`src/rtl/tftg_pkg.sv`:
```
package tftg_pkg;

    localparam int DIV_W  = 10;
    localparam int HSW_W  = 8;
    localparam int HBP_W  = 7;
    localparam int HACT_W = 11;
    localparam int HFP_W  = 8;
    localparam int VSW_W  = 6;
    localparam int VBP_W  = 8;
    localparam int VACT_W = 10;
    localparam int VFP_W  = 8;

    // axis counter widths: widest field on each axis
    localparam int HAX_W = HACT_W;
    localparam int VAX_W = VACT_W;

    typedef enum logic [1:0] {
        PH_SYNC  = 2'b00,
        PH_BACK  = 2'b01,
        PH_ACT   = 2'b10,
        PH_FRONT = 2'b11
    } phase_e;

    typedef struct packed {
        logic [DIV_W-1:0]  div;
        logic [HSW_W-1:0]  hsw;
        logic [HBP_W-1:0]  hbp;
        logic [HACT_W-1:0] hact;
        logic [HFP_W-1:0]  hfp;
        logic [VSW_W-1:0]  vsw;
        logic [VBP_W-1:0]  vbp;
        logic [VACT_W-1:0] vact;
        logic [VFP_W-1:0]  vfp;
        logic              inv_hs;
        logic              inv_vs;
        logic              inv_den;
        logic              inv_lend;
        logic              pclk_inv;
        logic              lend_en;
    } tim_cfg_t;

    function automatic phase_e next_phase(phase_e p);
        return phase_e'(2'(p) + 2'd1);
    endfunction

endpackage

```
`src/rtl/tftg_clkdiv.sv`:
```
module tftg_clkdiv #(
    parameter int W = tftg_pkg::DIV_W
) (
    input  logic         clk,
    input  logic         rst,
    input  logic         run,
    input  logic [W-1:0] div,
    output logic         stb,
    output logic         pclk_lvl
);
    localparam int CW = W + 1;

    logic [CW-1:0] cnt;
    logic [CW-1:0] last;

    // period is 2*(div+1) cycles, so the terminal count is 2*div+1
    assign last = {div, 1'b1};

    always_ff @(posedge clk) begin
        if (rst || !run)      cnt <= '0;
        else if (cnt == last) cnt <= '0;
        else                  cnt <= cnt + 1'b1;
    end

    assign stb      = run && (cnt == last);
    assign pclk_lvl = run && (cnt <= {1'b0, div});

    AST_STB_SPACED: assert property (@(posedge clk) disable iff (rst)
        stb |=> !stb);
    AST_LVL_HIGH_AT_START: assert property (@(posedge clk) disable iff (rst)
        (run && stb) |=> (!run || pclk_lvl));

endmodule

```
`src/rtl/tftg_axis.sv`:
```
module tftg_axis
    import tftg_pkg::*;
#(
    parameter int CW = HAX_W
) (
    input  logic          clk,
    input  logic          rst,
    input  logic          run,
    input  logic          step,
    input  logic [CW-1:0] lim_sync,
    input  logic [CW-1:0] lim_back,
    input  logic [CW-1:0] lim_act,
    input  logic [CW-1:0] lim_front,
    output phase_e        phase,
    output logic [CW-1:0] cnt,
    output logic          last
);
    logic [CW-1:0] cur_lim;

    always_comb begin
        unique case (phase)
            PH_SYNC:  cur_lim = lim_sync;
            PH_BACK:  cur_lim = lim_back;
            PH_ACT:   cur_lim = lim_act;
            default:  cur_lim = lim_front;
        endcase
    end

    always_ff @(posedge clk) begin
        if (rst || !run) begin
            phase <= PH_SYNC;
            cnt   <= '0;
        end else if (step) begin
            if (cnt == cur_lim) begin
                cnt   <= '0;
                phase <= next_phase(phase);
            end else begin
                cnt <= cnt + 1'b1;
            end
        end
    end

    assign last = (phase == PH_FRONT) && (cnt == lim_front);

    AST_PHASE_ORDER: assert property (@(posedge clk) disable iff (rst)
        (run && $past(run) && phase != $past(phase))
            |-> (phase == next_phase($past(phase))));
    AST_CNT_IN_RANGE: assert property (@(posedge clk) disable iff (rst)
        cnt <= cur_lim);
    AST_NO_STEP_HOLD: assert property (@(posedge clk) disable iff (rst)
        (run && !step) |=> (!$past(run) || $stable(cnt)));

endmodule

```
`src/rtl/tft_timing_gen.sv`:
```
module tft_timing_gen
    import tftg_pkg::*;
(
    input  logic              clk,
    input  logic              rst,
    input  logic              video_en,
    input  logic [DIV_W-1:0]  clk_div,
    input  logic [HSW_W-1:0]  hsync_w,
    input  logic [HBP_W-1:0]  hback,
    input  logic [HACT_W-1:0] hact,
    input  logic [HFP_W-1:0]  hfront,
    input  logic [VSW_W-1:0]  vsync_w,
    input  logic [VBP_W-1:0]  vback,
    input  logic [VACT_W-1:0] vact,
    input  logic [VFP_W-1:0]  vfront,
    input  logic              inv_hsync,
    input  logic              inv_vsync,
    input  logic              inv_den,
    input  logic              inv_lend,
    input  logic              pclk_inv,
    input  logic              lend_en,
    output logic              hsync,
    output logic              vsync,
    output logic              den,
    output logic              pclk,
    output logic              pix_stb,
    output logic              lend,
    output logic [1:0]        h_state,
    output logic [1:0]        v_state,
    output logic [VACT_W-1:0] line_cnt
);
    tim_cfg_t cfg_in, cfg_q;

    phase_e           h_phase, v_phase;
    logic [HAX_W-1:0] h_cnt;
    logic [VAX_W-1:0] v_cnt;
    logic             h_last, v_last;
    logic             stb, pclk_lvl;
    logic             line_step, frame_wrap;

    always_comb begin
        cfg_in.div      = clk_div;
        cfg_in.hsw      = hsync_w;
        cfg_in.hbp      = hback;
        cfg_in.hact     = hact;
        cfg_in.hfp      = hfront;
        cfg_in.vsw      = vsync_w;
        cfg_in.vbp      = vback;
        cfg_in.vact     = vact;
        cfg_in.vfp      = vfront;
        cfg_in.inv_hs   = inv_hsync;
        cfg_in.inv_vs   = inv_vsync;
        cfg_in.inv_den  = inv_den;
        cfg_in.inv_lend = inv_lend;
        cfg_in.pclk_inv = pclk_inv;
        cfg_in.lend_en  = lend_en;
    end

    // shadow copy refreshed only while idle or at a frame boundary
    always_ff @(posedge clk) begin
        if (rst || !video_en || frame_wrap) cfg_q <= cfg_in;
    end

    tftg_clkdiv #(.W(DIV_W)) u_div (
        .clk      (clk),
        .rst      (rst),
        .run      (video_en),
        .div      (cfg_q.div),
        .stb      (stb),
        .pclk_lvl (pclk_lvl)
    );

    tftg_axis #(.CW(HAX_W)) u_hax (
        .clk       (clk),
        .rst       (rst),
        .run       (video_en),
        .step      (stb),
        .lim_sync  (HAX_W'(cfg_q.hsw)),
        .lim_back  (HAX_W'(cfg_q.hbp)),
        .lim_act   (HAX_W'(cfg_q.hact)),
        .lim_front (HAX_W'(cfg_q.hfp)),
        .phase     (h_phase),
        .cnt       (h_cnt),
        .last      (h_last)
    );

    assign line_step  = stb && h_last;
    assign frame_wrap = line_step && v_last;

    tftg_axis #(.CW(VAX_W)) u_vax (
        .clk       (clk),
        .rst       (rst),
        .run       (video_en),
        .step      (line_step),
        .lim_sync  (VAX_W'(cfg_q.vsw)),
        .lim_back  (VAX_W'(cfg_q.vbp)),
        .lim_act   (VAX_W'(cfg_q.vact)),
        .lim_front (VAX_W'(cfg_q.vfp)),
        .phase     (v_phase),
        .cnt       (v_cnt),
        .last      (v_last)
    );

    always_comb begin
        unique case (v_phase)
            PH_ACT:   line_cnt = cfg_q.vact - v_cnt;
            PH_FRONT: line_cnt = '0;
            default:  line_cnt = cfg_q.vact;
        endcase
    end

    assign h_state = h_phase;
    assign v_state = v_phase;
    assign pix_stb = stb;
    assign pclk    = pclk_lvl ^ cfg_q.pclk_inv;
    assign hsync   = (video_en && h_phase == PH_SYNC) ^ cfg_q.inv_hs;
    assign vsync   = (video_en && v_phase == PH_SYNC) ^ cfg_q.inv_vs;
    assign den     = (video_en && h_phase == PH_ACT && v_phase == PH_ACT) ^ cfg_q.inv_den;
    assign lend    = (video_en && cfg_q.lend_en && h_last) ^ cfg_q.inv_lend;

    AST_CFG_FROZEN: assert property (@(posedge clk) disable iff (rst)
        (video_en && !frame_wrap) |=> $stable(cfg_q));
    AST_V_MOVES_AT_LINE_END: assert property (@(posedge clk) disable iff (rst)
        (video_en && !line_step) |=> $stable(v_phase));
    AST_LINE_CNT_RANGE: assert property (@(posedge clk) disable iff (rst)
        line_cnt <= cfg_q.vact);
    AST_IDLE_HOLD: assert property (@(posedge clk) disable iff (rst)
        !video_en |=> (h_phase == PH_SYNC && v_phase == PH_SYNC && h_cnt == '0));

endmodule

```
`config.mk`:
```
export PLATFORM = sky130hd
export DESIGN_NAME = tft_timing_gen
export DESIGN_NICKNAME = d
export VERILOG_FILES = /design/src/rtl/tftg_pkg.sv /design/src/rtl/tftg_clkdiv.sv /design/src/rtl/tftg_axis.sv /design/src/rtl/tft_timing_gen.sv
export SDC_FILE = /design/constraint.sdc
export NUM_CORES = 1
export LEC_CHECK = 0
export BUFFER_PORTS_ARGS = -buffer_cell sky130_fd_sc_hd__buf_4
export CAP_MARGIN = 20
export CORE_MARGIN = 2
export CORE_UTILIZATION = 50
export CTS_CLUSTER_SIZE = 8
export DETAILED_ROUTE_END_ITERATION = 10
export PLACE_DENSITY = 0.83
export RECOVER_POWER = 100
export SLEW_MARGIN = 20
export SYNTH_ARGS = -nofsm -noshare
export SYNTH_HDL_FRONTEND = slang
export SYNTH_SLANG_ARGS = --single-unit
```
`constraint.sdc`:
```
create_clock -name clk -period 15.71 [get_ports clk]
set_input_delay 0 -clock clk [delete_from_list [all_inputs] [get_ports clk]]
set_output_delay 0 -clock clk [all_outputs]
set_load 0.05 [all_outputs]
```
==> metrics.md <==
| Metric | Value |
|---|---|
| Outcome | finished with violations |
| Failing checks | max-capacitance violations, max-slew violations |
| Slew Limit Fails | 83 |
| Worst-margin pin slew | 4.332 ns |
| Final min period | 5.671 ns |
| Synth Area in XOR/XNOR | 12.25% |
| Crit path launch type | flop |
| H-tree depth | 4 |
| Most frequent cells in the layout | 83 x dlygate4sd3_1, 82 x edfxtp_1, 79 x clkbuf_4 |
| Crit. End Element | flop |
| RSZ-0062 raised after global routing | no |
| Post-CTS Setup Inserts | 0 |
| Initial Utilization | 50.62% |
| Total grt overflow | 0 |
| Layout cells sized above 1 | 16.83% |
| Crit path largest cell delay | 3.06 ns |
| Remaining DRCs | 0 |
| VDD IR-drop max | 0.08737 mV |
| CTS root buffer | clkbuf_16 |
| CTS sink count | 118 |
| Initial DRC Count | 358 |
| Slowest stage cell, crit path | clkbuf_1 |
| GP Congestion | 0.8780 |
| Lkg Pwr | 3.072 nW |
| Hold crit path type | in2reg |
| CP bufs+invs | 1 |
| CTS tree | built |
| Die Y-Extent | 113.6 um |
| Fmax | 0.1763 GHz |
| Crit path max-delay family | buffers and inverters |
| Antenna Cells | 0 |
| Drt wl/cell | 17.33 um |
| Dpl cells | 763 |
| HPWL after DPL | 9.679 mm |
| Final WL | 15.22 mm |
| Area of the core | 11860 um2 |
| Asr flop ratio synth | 0% |
| Final std cell area, no fill | 8227 um2 |
| Mux cell area share after synthesis | 1.334% |
| Synth Area per Inst | 11.18 um2 |
| DP Area | 6865 um2 |
| Seq/Total Area, Yosys | 53.01% |
| Total track usage | 24.67% |
| Initial antenna violation count | 0 |
| Ys Warns | 0 |
| Fill cells | 782 |
| Mapped Area | 6005 um2 |
| Final Non-Filler Cells | 878 |
| Post-synthesis compound-gate area fraction | 7.502% |
| Hold_buf cts | 83 |
| Largest net degree at the start of global routing | 83 |
| Row cnt | 40 |
| Max cap viols | 1 |
| Vias | 4750 |
| Yosys cell types | 52 |
| Most used flip-flop cell after synthesis | edfxtp_1 |
| CTS Buf Count | 17 |
| Pre-antenna DRT Iters | 5 |
| Post-CTS resize count | 0 |
| Fin crit share | 36.10% |
| Largest family of logic cells by synthesized area | simple AND/OR/NAND/NOR gates |
| Post-Synth Adder-Cell Area | 6.793% |
| Synth Area in Simple Gates | 14.69% |
| Clk slew on worst S/H paths | 0.06 ns |
| Vias in the first global route | 4880 |
| Worst EP arrival | 5.59 ns |
| Final Hold Viols | 0 |
| Setup violations, final | 0 |
| Syn nets | 654 |
| ANT nets after route | 0 |
| Post-synth EDFFs | 82 |
| Area growth, synth to finish | 37.01% |
| Worst-path cell chain | ha_1, nor4b_1, nand4_1, nor3_1, nand2_1, o21bai_4, clkbuf_1 |
| WS Path Type | reg2reg |
| Sum Neg Setup Slack | 0 ns |
| Die W | 113.6 um |
| Clock Latency Late Sink | 0.42 ns |
| PortBufs | 104 |
| Power per Cell Area | 109.6 nW/um2 |
| Max Fanout on Critical Path | 82 |
| Max Root-Sink Buffers | 2 |
| Vias per cell | 5.410 |
| Post-Syn Instances | 537 |
| Ports | 105 |
| Commonest non-fill, non-tap cell in the layout | dlygate4sd3_1 |
| First-pass GRT wire length | 24.16 mm |
| Final net count | 835 |
| Die ar. | 12900 um2 |
| Normalized max-slew margin | -188.8% |
| Synthesis-stage register bit count | 118 |
| Final Skew | 0.009191 ns |
| Data required time of the worst path | 15.63 ns |
[metal layers]
layer,up-vias,global-route usage (%),share of wire [%]
met2,159,43.39,53
met4,0,13.58,4.2
met1,2269,26.78,39
met3,45,7.120,4.5
li1,2277,-,-
met5,-,0,0
[cells in the mapped netlist, types with 2 or more instances]
cell	count	area share, %
o31ai_1	2	0.25
o311ai_0	2	0.29
and3_1	2	0.21
inv_1	37	2.3
nor2_2	10	1.0
xnor2_1	67	9.8
nor2b_1	6	0.63
o21ai_0	18	1.5
xor2_1	17	2.5
nor2_1	42	2.6
or3_1	2	0.21
a222oi_1	13	2.2
clkbuf_1	17	1.1
nand3_1	18	1.5
nand2_1	35	2.2
buf_6	2	0.38
a22oi_1	3	0.38
nor4bb_1	2	0.33
ha_1	31	6.5
mux2i_1	8	1.3
o21a_1	3	0.38
nor3_1	9	0.75
nor4_4	2	0.71
edfxtp_1	82	41
nand2b_1	5	0.52
o32ai_1	3	0.44
a21oi_1	7	0.58
buf_2	4	0.33
dfxtp_1	36	12
nand4_1	18	1.9
a31oi_1	2	0.21
nor4_1	8	0.83
a21boi_0	2	0.25
or2_2	4	0.42
[layout make-up]
class | instances | area (um2) | area share [%]
inverter | 38 | 142.6 | 1.734
clock inverter | 14 | 230.2 | 2.798
tap | 147 | 183.9 | 2.236
multi-input combinational | 355 | 2525 | 30.69
timing repair buffer | 188 | 1533 | 18.63
sequential | 118 | 3183 | 38.69
clock buffer | 18 | 429.2 | 5.217
[power by group]
group / switching, mW / leakage, nW / internal [mW]
Sequential: 0.0132 / 1.13 / 0.357
Combinational: 0.0497 / 1.63 / 0.0472
Clock: 0.138 / 0.315 / 0.296
[worst paths after layout]
path | cells after the start | end | start | slack [ns]
hold / removal | 3 | u_div.cnt[0]$_SDFF_PP0_ | rst | 0.13
hold reg to reg | 1 | u_div.cnt[0]$_SDFF_PP0_ | u_div.cnt[0]$_SDFF_PP0_ | 0.56
setup / recovery | 7 | cfg_q[81]$_DFFE_PP_ | u_hax.phase[0]$_SDFFE_PP0P_ | 10.04
setup reg to reg | 7 | cfg_q[81]$_DFFE_PP_ | u_hax.phase[0]$_SDFFE_PP0P_ | 10.04
[flip-flops by register name, indices dropped and copies added (netlist names)]
signal and count:
u_hax.phase 2, u_vax.cnt 10, u_vax.phase 2, u_div.cnt 11, u_hax.cnt 11, cfg_q 82
[metrics by stage]
step           utilization (%)  setup slack (ns)  total power [mW]  hold slack, ns
2_1_floorplan                -             9.496            0.4238         0.09887
3_3_place_gp             57.88             12.68            0.4547          0.1778
3_5_place_dp             57.88             12.44            0.4581          0.1793
4_1_cts                  70.44             12.43            0.9044          0.1121
5_1_grt                  69.36             9.322            0.9274          0.1764
6_report                 69.36             10.04            0.9012          0.1312
[worst min-delay path: cells and delay by family]
| kind | cells | cell delay (ns) |
|---|---|---|
| buffers and inverters | 1 | 0.08 |
| and+or+nand+nor | 2 | 0.40 |
[kinds of logic (layout without fill, tap and decap cells)]
| family | Yosys count | after routing |
|---|---|---|
| adders and majority gates | 32 | 32 |
| buffers and inverters | 64 | 258 |
| xor gates and xnor gates | 84 | 84 |
| and+or+nand+nor | 168 | 168 |
| AOI/OAI and AO/OA | 63 | 63 |
| muxes | 8 | 8 |
| DFF | 118 | 118 |
(Power assumes the default switching activity.)
